$ cat config.mk
export PLATFORM = sky130hd
export DESIGN_NAME = rate_framer
export DESIGN_NICKNAME = d
export VERILOG_FILES = /design/src/rtl/framer_pkg.sv /design/src/rtl/framer_fifo.sv /design/src/rtl/rx_packer.sv /design/src/rtl/tx_unpacker.sv /design/src/rtl/rate_framer.sv
export SDC_FILE = /design/constraint.sdc
export NUM_CORES = 1
export LEC_CHECK = 0
export ABC_AREA = 0
export CORE_MARGIN = 4
export CORE_UTILIZATION = 65
export DETAILED_ROUTE_END_ITERATION = 8
export GPL_TIMING_DRIVEN = 0
export PLACE_DENSITY = 0.79
export SYNTH_ARGS = -nofsm -noshare
export SYNTH_HDL_FRONTEND = slang
export SYNTH_SLANG_ARGS = --single-unit
export TNS_END_PERCENT = 5
$ cat constraint.sdc
create_clock -name clk -period 6 [get_ports clk]
set_clock_uncertainty 0.2 [all_clocks]
set_input_delay 1.2 -clock clk [delete_from_list [all_inputs] [get_ports clk]]
set_output_delay 1.2 -clock clk [all_outputs]
set_load 0.02 [all_outputs]
$ cat src/rtl/framer_pkg.sv
package framer_pkg;

    localparam int PKT_LEN = 37;

    typedef logic [7:0] byte_t;
    typedef logic [5:0] pos_t;

    localparam pos_t  LAST_POS = 6'(PKT_LEN - 1);
    localparam byte_t CNT_SLOW = 8'd28;
    localparam byte_t CNT_NOM  = 8'd32;
    localparam byte_t CNT_FAST = 8'd36;
    localparam byte_t PAD_BYTE = 8'h00;

    typedef enum logic [1:0] {
        RATE_SLOW,
        RATE_NOM,
        RATE_FAST
    } rate_e;

    typedef struct packed {
        byte_t data;
        logic  sop;
    } beat_t;

    function automatic byte_t rate_count(rate_e r);
        case (r)
            RATE_SLOW: return CNT_SLOW;
            RATE_FAST: return CNT_FAST;
            default:   return CNT_NOM;
        endcase
    endfunction

    function automatic logic legal_count(byte_t c);
        return (c == CNT_SLOW) || (c == CNT_NOM) || (c == CNT_FAST);
    endfunction

    // largest legal count not above both the request and the bytes on hand
    function automatic byte_t fit_count(byte_t want, byte_t avail);
        if (avail >= want)          return want;
        else if (avail >= CNT_NOM)  return CNT_NOM;
        else if (avail >= CNT_SLOW) return CNT_SLOW;
        else                        return 8'd0;
    endfunction

endpackage

$ cat src/rtl/framer_fifo.sv
module framer_fifo
    import framer_pkg::*;
#(
    parameter int DEPTH = 64,
    localparam int AW = $clog2(DEPTH),
    localparam int LW = AW + 1
) (
    input  logic          clk,
    input  logic          rst,
    input  logic          push,
    input  byte_t         din,
    input  logic          pop,
    output byte_t         dout,
    output logic [LW-1:0] level,
    output logic          full,
    output logic          empty
);

    byte_t         mem [DEPTH];
    logic [AW-1:0] wptr, rptr;
    logic [LW-1:0] cnt;
    logic          do_push, do_pop;

    assign full    = (cnt == LW'(DEPTH));
    assign empty   = (cnt == '0);
    assign do_push = push && !full;
    assign do_pop  = pop && !empty;
    assign dout    = mem[rptr];
    assign level   = cnt;

    always_ff @(posedge clk) begin
        if (do_push) mem[wptr] <= din;
    end

    always_ff @(posedge clk) begin
        if (rst) begin
            wptr <= '0;
            rptr <= '0;
            cnt  <= '0;
        end else begin
            if (do_push) wptr <= wptr + 1'b1;
            if (do_pop)  rptr <= rptr + 1'b1;
            case ({do_push, do_pop})
                2'b10:   cnt <= cnt + 1'b1;
                2'b01:   cnt <= cnt - 1'b1;
                default: cnt <= cnt;
            endcase
        end
    end

    a_r9_level_bound: assert property (@(posedge clk) disable iff (rst)
        int'(level) <= DEPTH);

endmodule

$ cat src/rtl/rx_packer.sv
module rx_packer
    import framer_pkg::*;
#(
    parameter int LW    = 7,
    parameter int LO_TH = 24,
    parameter int HI_TH = 40
) (
    input  logic          clk,
    input  logic          rst,
    input  logic          start,
    input  logic [LW-1:0] fill,
    input  byte_t         fifo_dout,
    output logic          fifo_pop,
    output beat_t         beat,
    output logic          beat_valid,
    input  logic          beat_ready,
    output logic          udf_pulse
);

    logic  busy;
    pos_t  pos;
    byte_t cnt_q;
    rate_e rate;
    byte_t want, avail, fitted;
    logic  in_data;

    always_comb begin
        if (int'(fill) > HI_TH)      rate = RATE_FAST;
        else if (int'(fill) < LO_TH) rate = RATE_SLOW;
        else                         rate = RATE_NOM;
        want   = rate_count(rate);
        avail  = (int'(fill) > 255) ? 8'hFF : 8'(fill);
        fitted = fit_count(want, avail);
    end

    always_ff @(posedge clk) begin
        if (rst) begin
            busy      <= 1'b0;
            pos       <= '0;
            cnt_q     <= '0;
            udf_pulse <= 1'b0;
        end else begin
            udf_pulse <= 1'b0;
            if (!busy) begin
                if (start) begin
                    busy      <= 1'b1;
                    pos       <= '0;
                    cnt_q     <= fitted;
                    udf_pulse <= (fitted != want);
                end
            end else if (beat_ready) begin
                if (pos == LAST_POS) busy <= 1'b0;
                else                 pos  <= pos + 1'b1;
            end
        end
    end

    always_comb begin
        in_data    = busy && (pos != '0) && ({2'b00, pos} <= cnt_q);
        beat_valid = busy;
        beat.sop   = busy && (pos == '0);
        if (pos == '0)   beat.data = cnt_q;
        else if (in_data) beat.data = fifo_dout;
        else             beat.data = PAD_BYTE;
        fifo_pop   = in_data && beat_ready;
    end

    a_r1_hold_stall: assert property (@(posedge clk) disable iff (rst)
        beat_valid && !beat_ready |=> beat_valid && $stable(beat));

    a_r2_count_legal: assert property (@(posedge clk) disable iff (rst)
        busy |-> (legal_count(cnt_q) || cnt_q == 8'd0));

endmodule

$ cat src/rtl/tx_unpacker.sv
module tx_unpacker
    import framer_pkg::*;
(
    input  logic  clk,
    input  logic  rst,
    input  byte_t ep_data,
    input  logic  ep_valid,
    output logic  ep_ready,
    input  logic  fifo_full,
    output logic  push,
    output byte_t push_data,
    output logic  err_pulse
);

    pos_t  pos;
    byte_t cnt_q;
    logic  in_data, fire;

    always_comb begin
        in_data   = (pos != '0) && ({2'b00, pos} <= cnt_q);
        ep_ready  = !(in_data && fifo_full);
        fire      = ep_valid && ep_ready;
        push      = fire && in_data;
        push_data = ep_data;
    end

    always_ff @(posedge clk) begin
        if (rst) begin
            pos       <= '0;
            cnt_q     <= CNT_NOM;
            err_pulse <= 1'b0;
        end else begin
            err_pulse <= 1'b0;
            if (fire) begin
                pos <= (pos == LAST_POS) ? '0 : pos + 1'b1;
                if (pos == '0) begin
                    cnt_q     <= legal_count(ep_data) ? ep_data : CNT_NOM;
                    err_pulse <= !legal_count(ep_data);
                end
            end
        end
    end

    a_r7_push_room: assert property (@(posedge clk) disable iff (rst)
        push |-> !fifo_full);

endmodule

$ cat src/rtl/rate_framer.sv
module rate_framer
    import framer_pkg::*;
#(
    parameter int DEPTH = 64,
    parameter int LO_TH = 24,
    parameter int HI_TH = 40,
    localparam int LW = $clog2(DEPTH) + 1
) (
    input  logic       clk,
    input  logic       rst,
    input  logic       frame_start,
    input  logic [7:0] ser_in_data,
    input  logic       ser_in_valid,
    output logic       ser_in_ready,
    output logic [7:0] ep_in_data,
    output logic       ep_in_valid,
    input  logic       ep_in_ready,
    output logic       ep_in_sop,
    input  logic [7:0] ep_out_data,
    input  logic       ep_out_valid,
    output logic       ep_out_ready,
    output logic [7:0] ser_out_data,
    output logic       ser_out_valid,
    input  logic       ser_out_ready,
    output logic       rx_overflow,
    output logic       rx_underflow,
    output logic       tx_underflow,
    output logic       count_err
);

    byte_t         rx_dout, tx_din, tx_dout;
    logic [LW-1:0] rx_level, tx_level;
    logic          rx_full, rx_empty, rx_pop;
    logic          tx_full, tx_empty, tx_push, tx_pop;
    logic          udf_pulse, err_pulse, tx_primed;
    beat_t         beat;

    framer_fifo #(.DEPTH(DEPTH)) u_rx_fifo (
        .clk(clk), .rst(rst),
        .push(ser_in_valid), .din(ser_in_data),
        .pop(rx_pop), .dout(rx_dout),
        .level(rx_level), .full(rx_full), .empty(rx_empty)
    );

    rx_packer #(.LW(LW), .LO_TH(LO_TH), .HI_TH(HI_TH)) u_packer (
        .clk(clk), .rst(rst), .start(frame_start),
        .fill(rx_level), .fifo_dout(rx_dout), .fifo_pop(rx_pop),
        .beat(beat), .beat_valid(ep_in_valid), .beat_ready(ep_in_ready),
        .udf_pulse(udf_pulse)
    );

    tx_unpacker u_unpacker (
        .clk(clk), .rst(rst),
        .ep_data(ep_out_data), .ep_valid(ep_out_valid), .ep_ready(ep_out_ready),
        .fifo_full(tx_full), .push(tx_push), .push_data(tx_din),
        .err_pulse(err_pulse)
    );

    framer_fifo #(.DEPTH(DEPTH)) u_tx_fifo (
        .clk(clk), .rst(rst),
        .push(tx_push), .din(tx_din),
        .pop(tx_pop), .dout(tx_dout),
        .level(tx_level), .full(tx_full), .empty(tx_empty)
    );

    assign ser_in_ready  = !rx_full;
    assign ep_in_data    = beat.data;
    assign ep_in_sop     = beat.sop;
    assign ser_out_data  = tx_dout;
    assign ser_out_valid = !tx_empty;
    assign tx_pop        = ser_out_ready && !tx_empty;

    always_ff @(posedge clk) begin
        if (rst) begin
            rx_overflow  <= 1'b0;
            rx_underflow <= 1'b0;
            tx_underflow <= 1'b0;
            count_err    <= 1'b0;
            tx_primed    <= 1'b0;
        end else begin
            if (ser_in_valid && rx_full)                 rx_overflow  <= 1'b1;
            if (udf_pulse)                               rx_underflow <= 1'b1;
            if (ser_out_ready && tx_empty && tx_primed)  tx_underflow <= 1'b1;
            if (err_pulse)                               count_err    <= 1'b1;
            if (tx_push)                                 tx_primed    <= 1'b1;
        end
    end

    a_r5_pop_nonempty: assert property (@(posedge clk) disable iff (rst)
        rx_pop |-> !rx_empty);

    a_r9_drop_flags: assert property (@(posedge clk) disable iff (rst)
        ser_in_valid && !ser_in_ready |=> rx_overflow);

    a_r4_udf_sticky: assert property (@(posedge clk) disable iff (rst)
        rx_underflow |=> rx_underflow);

    a_r8_err_sticky: assert property (@(posedge clk) disable iff (rst)
        count_err |=> count_err);

endmodule

==> Word level (Yosys, flattened, before mapping) <==
Memories as Yosys holds them, arrays and structs flattened. A register that Yosys moved wholly into a read port is not among the register bits.
Cells that the tools add are included.
{ "word_totals": {"ff_bits": 74, "latchBits": 0, "ramBits": 1024, "rom_bits": 0, "inputBits": 23, "output_inout_bits": 25, "word_cells": 123, "n_memories": 2} }
{ "classes": {"add_sub_neg": 10, "n_mul": 0, "div_mod_pow": 0, "order_cmp": 7, "eq_ne": 15, "shift": 0, "n_mux": 28, "bitwise_logic": 4, "reduce_logical": 39} }
{ "memory_table": {"columns": ["memory", "words", "width", "rd", "rd_clocked_by_memory_dff", "wr", "line", "text"], "rows": [
  ["u_rx_fifo.mem", 64, 8, 1, 1, 1, "framer_fifo.sv:19", "byte_t mem [DEPTH];"],
  ["u_tx_fifo.mem", 64, 8, 1, 1, 1, "framer_fifo.sv:19", null]
]} }
{ "op_table": {"columns": ["op", "n"], "rows": [
  ["6-bit 2-to-1 mux", 9],
  ["8-bit 2-to-1 mux", 5],
  ["6-bit by 1-bit adder with 6-bit output, second input constant", 6],
  ["7-bit case mux with 2 select lines", 2],
  ["8-bit by 6-bit == test with 1-bit output, second input constant", 2],
  ["6-bit by 8-bit less-or-equal comparator with 1-bit output", 2],
  ["1-bit logical AND", 16],
  ["7-bit by 1-bit adder with 7-bit output, second input constant", 2],
  ["7-bit == test, second input constant", 2],
  ["7-bit logical NOT", 2],
  ["7-bit by 1-bit subtractor with 7-bit output, second input constant", 2],
  ["6-bit == test, second input constant", 2],
  ["6-bit logical NOT", 2],
  ["6-bit case mux with 2 select lines", 1],
  ["6-bit nonzero test", 2],
  ["1-bit 2-to-1 mux", 9],
  ["8-bit by 5-bit == test with 1-bit output, second input constant", 1],
  ["8-bit by 6-bit inequality test with 1-bit output", 1],
  ["7-bit by 5-bit greater-or-equal comparator with 1-bit output, second input constant", 1],
  ["7-bit by 6-bit greater-or-equal comparator with 1-bit output", 1],
  ["7-bit by 6-bit greater-or-equal comparator with 1-bit output, second input constant", 1],
  ["7-bit by 6-bit > comparator with 1-bit output, second input constant", 1],
  ["7-bit by 5-bit less-than comparator with 1-bit output, second input constant", 1],
  ["2-bit == test, second input constant", 3],
  ["other kinds (12)", 27]
]} }

==> Depth between registers and ports, before layout <==
Gate-level depths: netlist of the first run.
{ "logic_depth": {"depth_word": 9, "mapped_depth": 19, "mapped_depth_nobuf": 16} }

==> Hierarchy <==
Synthesis of the first run repeated with hierarchy kept, for this count alone.
{ "hier_totals": {"hier_cells": 2352, "hier_area_um2": 44251.2} }
{ "modules_own_cells": {"columns": ["module", "n_inst", "cells_each", "area_each_um2", "seq_area_each_um2"], "rows": [
  ["framer_fifo (u_rx_fifo)", 1, 1062, 21171.6, 15875.2],
  ["framer_fifo (u_tx_fifo)", 1, 1061, 21136.5, 15875.2],
  ["tx_unpacker", 1, 107, 897.1, 300.3],
  ["rx_packer", 1, 104, 890.9, 220.2],
  ["rate_framer", 1, 18, 155.1, 100.1]
]} }

==> Worst setup path before layout of the first run <==
Ideal clock, no wire load.
{ "synth_timing": {"path_kind": "input-to-reg", "start": "input ep_in_ready", "end": "register u_rx_fifo.cnt[6] (netlist: u_rx_fifo.level[6])", "setup_ns": 0.121, "arrival_time_ns": 4.008, "required_ns": 5.679, "slack_ns": 1.672, "path_stages": 14, "path_buffers": 1, "path_cell_list": "nand2_1 -> o21bai_1 -> or2_2 -> buf_4 -> nor2_1 -> ha_1 -> inv_1 -> fa_1 -> nor2b_1 -> o21ai_0 -> a21boi_0 -> nor3_1 -> or3b_2 -> mux2_2"} }
{ "synth_via": {"elab_chain_cells": 4, "elab_cells_between_ends": 6, "classes_between": "2 x eq/ne; 1 x mux; 3 x reduce/logical"} }
{ "synth_lines": {"columns": ["element", "line", "text"], "rows": [
  ["start: declaration", "rate_framer.sv:17", "input logic ep_in_ready,"],
  ["1-bit logical AND (*)", "rx_packer.sv:65", "fifo_pop = in_data && beat_ready;"],
  ["1-bit logical AND (*)", "framer_fifo.sv:27", "assign do_pop = pop && !empty;"],
  ["via u_rx_fifo.do_pop", "framer_fifo.sv:22", "logic do_push, do_pop;"],
  ["2-bit by 1-bit == test with 1-bit output or 2-bit == test (tied branches)", "framer_fifo.sv:43", "case ({do_push, do_pop})"],
  ["7-bit case mux with 2 select lines or 2-bit nonzero test (tied branches)", null, null],
  ["end signal: assignment", "framer_fifo.sv:44", "2'b10: cnt <= cnt + 1'b1;"],
  ["end signal: assignment", "framer_fifo.sv:45", "2'b01: cnt <= cnt - 1'b1;"],
  ["end signal: assignment", "framer_fifo.sv:46", "default: cnt <= cnt;"],
  ["end: declaration", "framer_fifo.sv:21", "logic [LW-1:0] cnt;"]
]} }
The timed path passes the listed nets; every way through them passes the cells marked *.
A chain may end at the register's enable or synchronous reset.

==> tab_implementation.tex, run 1 <==
\begin{tabular}{lr}
\hline
Metric & Value \\
\hline
\multicolumn{2}{l}{\textbf{Yosys}} \\
Synthesized netlist cell count & 2,329 \\
Number of warnings issued by yosys & 0 \\
Most numerous cell types in the synthesized netlist & sky130\_fd\_sc\_hd\_\_edfxtp\_1 (1,024), sky130\_fd\_sc\_hd\_\_mux4\_2 (249), sky130\_fd\_sc\_hd\_\_nor2\_1 (208) \\
Synth top area cells & sky130\_fd\_sc\_hd\_\_edfxtp\_1 (70\%), sky130\_fd\_sc\_hd\_\_mux4\_2 (13\%), sky130\_fd\_sc\_hd\_\_dfxtp\_1 (3.7\%) \\
Post-synth top flop & sky130\_fd\_sc\_hd\_\_edfxtp\_1 \\
Register area share after synthesis & 73.6\% \\
Most common cell in the netlist & sky130\_fd\_sc\_hd\_\_edfxtp\_1 \\
EDFF count, synth & 1,024 \\
Syn Nets & 2,384 \\
Cell type contributing the most total cell area after synthesis & sky130\_fd\_sc\_hd\_\_edfxtp\_1 \\
Top cell type's share of synthesized area & 69.9\% \\
Total standard cell area after synthesis & 44,000 um2 \\
Share of flip-flops with an asynchronous set or reset after synthesis & 0\% \\
Count of state elements after synthesis & 1,105 \\
Number of distinct library cells after synthesis & 77 \\
Per-instance average area after synthesis & 18.9 um2 \\
\multicolumn{2}{l}{\textbf{Detailed routing}} \\
Remaining antenna violation count after routing & 0 \\
First-iteration detailed-routing DRC count & 3,242 \\
Via-per-instance ratio & 6.81 \\
Average wire per standard cell & 30.5 um \\
DRC violations left & 0 \\
Number of vias in the routed layout & 23,576 \\
Detailed-route wire length & 106,000 um \\
Detailed Routing Iterations Pass 1 & 6 \\
\multicolumn{2}{l}{\textbf{Clock network}} \\
Clock network latency to the later pin of the worst-skew pair & 0.67 ns \\
Buffers from clock root to sink, at most & 3 \\
Clock tree from TritonCTS & yes \\
Clock sink count & 1,105 \\
Worst-path clk slew & 0.06 ns \\
Setup repair bufs after CTS & 0 \\
Clock buffer count from CTS & 105 \\
Buffer cell driving the clock tree root & sky130\_fd\_sc\_hd\_\_clkbuf\_16 \\
Depth of the CTS H-tree & 3 \\
\multicolumn{2}{l}{\textbf{Placed design}} \\
Last weighted congestion value of the routability-driven placer & 0.939 \\
Number of port buffers & 47 \\
DP Wirelength & 67,000 um \\
Post-Place Worst Slack & 0.772 ns \\
\multicolumn{2}{l}{\textbf{Die}} \\
Vertical die dimension & 268 um \\
Chip Width & 268 um \\
Floorplan Core Area & 67,200 um2 \\
Total I/O pin count & 48 \\
Die area & 71,900 um2 \\
Row Count & 95 \\
Initial cell density of the core & 65.5\% \\
\multicolumn{2}{l}{\textbf{Timing}} \\
Least-Margin Pin Slew & 1.10 ns \\
Final TNS setup & 0 ns \\
Number of max-slew violations in the final report & 0 \\
RSZ-0062 raised after global routing & no \\
Crit share post-route & 97.2\% \\
Final Hold Viols & 0 \\
Headroom to the max-slew limit & 26.7\% \\
Final setup slack of the worst path & 0.171 ns \\
Top achievable clock speed & 172 MHz \\
Final count of negative-setup-slack endpoints & 0 \\
Minimum period implied by the final worst setup slack & 5.83 ns \\
\multicolumn{2}{l}{\textbf{Global route}} \\
Global-route wire length before repair & 156,000 um \\
Largest net degree at the start of global routing & 62 \\
GRT Resource Usage Total & 30.0\% \\
GRT overflow & 0 \\
Vias in the first global route & 23,702 \\
Initial antenna violation count & 1 \\
\multicolumn{2}{l}{\textbf{Worst setup path}} \\
Worst setup path category & flip-flop to output port \\
Startpoint types & flip-flop \\
Type of element capturing the critical path & output port \\
Critical Path AT & 4.43 ns \\
Crit-path max FO & 10 \\
Worst path required time & 4.60 ns \\
\multicolumn{2}{l}{\textbf{Power and ir drop}} \\
Peak VDD IR & 285 uV \\
Power density over the cells & 340 nW/um2 \\
Leakage power summed over all cells & 0.0152 uW \\
\multicolumn{2}{l}{\textbf{Finish}} \\
Final core utilization & 73.2\% \\
Fraction of layout instances using a drive strength above 1 & 20.8\% \\
Count of nets after finishing & 2,554 \\
Layout overhead on the synthesized area & 11.8\% \\
\multicolumn{2}{l}{\textbf{Run status}} \\
Outcome & completed \\
\multicolumn{2}{l}{\textbf{Run}} \\
MaxCap Viol Count & 0 \\
\multicolumn{2}{l}{\textbf{Hold path}} \\
Min-delay worst type & flip-flop to flip-flop \\
\hline
\end{tabular}
[worst max-delay path, stage by stage, from the launching register on]
cell,delay [ns]
sky130_fd_sc_hd__dfxtp_1,0.33
sky130_fd_sc_hd__buf_2,0.24
sky130_fd_sc_hd__clkdlybuf4s15_1,0.73
sky130_fd_sc_hd__clkbuf_2,0.46
sky130_fd_sc_hd__mux2i_1,0.14
sky130_fd_sc_hd__o21ai_0,0.51
sky130_fd_sc_hd__nor2_1,0.11
sky130_fd_sc_hd__nor3_1,0.50
sky130_fd_sc_hd__clkdlybuf4s50_1,0.74
[layout by cell type, fill, tap and decap left out, types with 30 or more instances in the layout]
cell,synthesis,final
sky130_fd_sc_hd__edfxtp_1,1024,1024
sky130_fd_sc_hd__mux4_2,249,249
sky130_fd_sc_hd__nor2_1,208,208
sky130_fd_sc_hd__clkbuf_16,0,106
sky130_fd_sc_hd__mux2i_1,101,101
sky130_fd_sc_hd__dfxtp_1,81,81
sky130_fd_sc_hd__clkbuf_1,48,72
sky130_fd_sc_hd__nand2_1,66,66
sky130_fd_sc_hd__buf_2,41,57
sky130_fd_sc_hd__a21oi_1,52,52
sky130_fd_sc_hd__nand3_1,37,37
sky130_fd_sc_hd__inv_1,31,31
sky130_fd_sc_hd__o22ai_1,31,31
sky130_fd_sc_hd__ha_1,31,31
sky130_fd_sc_hd__clkdlybuf4s50_1,0,31
sky130_fd_sc_hd__o21ai_0,30,30
[worst paths after layout]
path                              startpoint                              end  slack (ns)  cells past startpoint
max                                flip-flop                    ep_in_data[0]        0.17                      8
min          u_unpacker.err_pulse$_SDFF_PP0_           count_err$_SDFFE_PP0P_        0.25                      2
max reg2reg   u_unpacker.pos[0]$_SDFFE_PP0N_  u_tx_fifo.level[4]$_SDFFE_PP0P_        1.35                     19
min reg2reg  u_unpacker.err_pulse$_SDFF_PP0_           count_err$_SDFFE_PP0P_        0.25                      2
[metal layers]
metal	share of wire (%)	up-vias	GRT usage [%]
met2	49	1545	48.2
met3	9.7	333	6.51
met1	36	11934	40.0
li1	-	9760	-
met4	5.7	4	14.4
met5	0.065	-	0.461
[state kept, by name, indices dropped and copies added, names as in the netlist, 6 cells and up, named ones only]
register / flops
u_packer.pos: 6
u_rx_fifo.level: 7
u_rx_fifo.mem: 512
u_rx_fifo.rptr: 6
u_rx_fifo.wptr: 6
u_tx_fifo.level: 7
u_tx_fifo.mem: 512
u_tx_fifo.rptr: 6
u_tx_fifo.wptr: 6
u_unpacker.cnt_q: 8
u_unpacker.pos: 6
[cell type report]
cell class              count  area (um2)
flip-flops and latches   1105       32400
clock buffers             133        2770
well taps                 873        1090
clock inverters            64         604
plain buffers             125         633
multi-input cells        1067       10900
inverters                  32         120
fillers                  3758       18000
diodes                      1        2.50
repair buffers             63         711
[power by group]
part	leakage, uW	internal [uW]	switching, uW
Sequential	0.00986	8460	45.2
Combinational	0.00370	734	981
Clock	0.00165	3680	2830
Total	0.0152	12900	3860
[what timing repair did]
action | 4_1_cts | 5_1_grt
hold buffers | 0 | 0
endpoints found under the hold margin | 0 | 0
resized for setup | 0 | 3
setup endpoints to repair | 0 | 2
[through the flow]
stage / instance area, um2 / hold slack [ns] / total power (uW) / cells
after floorplan: 44000 / 0.211 / 9740 / 2329
after CTS: 49200 / 0.262 / 16700 / 3462
final: 49200 / 0.253 / 16700 / 3463
after detailed placement: 45800 / 0.237 / 10300 / 3265
after global routing: 49200 / 0.306 / 17200 / 3462
after global placement: 45500 / 0.222 / 10300 / 3249
[cell families (layout without fill, tap and decap cells)]
group                      Yosys count  after routing  synth area share [%]
adders and majority gates           32             32                 0.928
and+or+nand+nor                    450            450                  4.96
xor gates and xnor gates            23             23                 0.458
other                                0              1                     0
DFF                               1105           1105                  73.6
AOI/OAI and AO/OA                  206            206                  3.14
buffers and inverters              157            417                  1.70
muxes                              356            356                  15.2
Power figures use the tool's default switching activity.
==> run 2, diff against run 1 <==
Settings changed: SKIP_CTS_REPAIR_TIMING from default to 1, TNS_END_PERCENT 5 to default.
==> results of run 2 <==
Same layout as run 1: the final DEF is identical, and so are final timing and power.
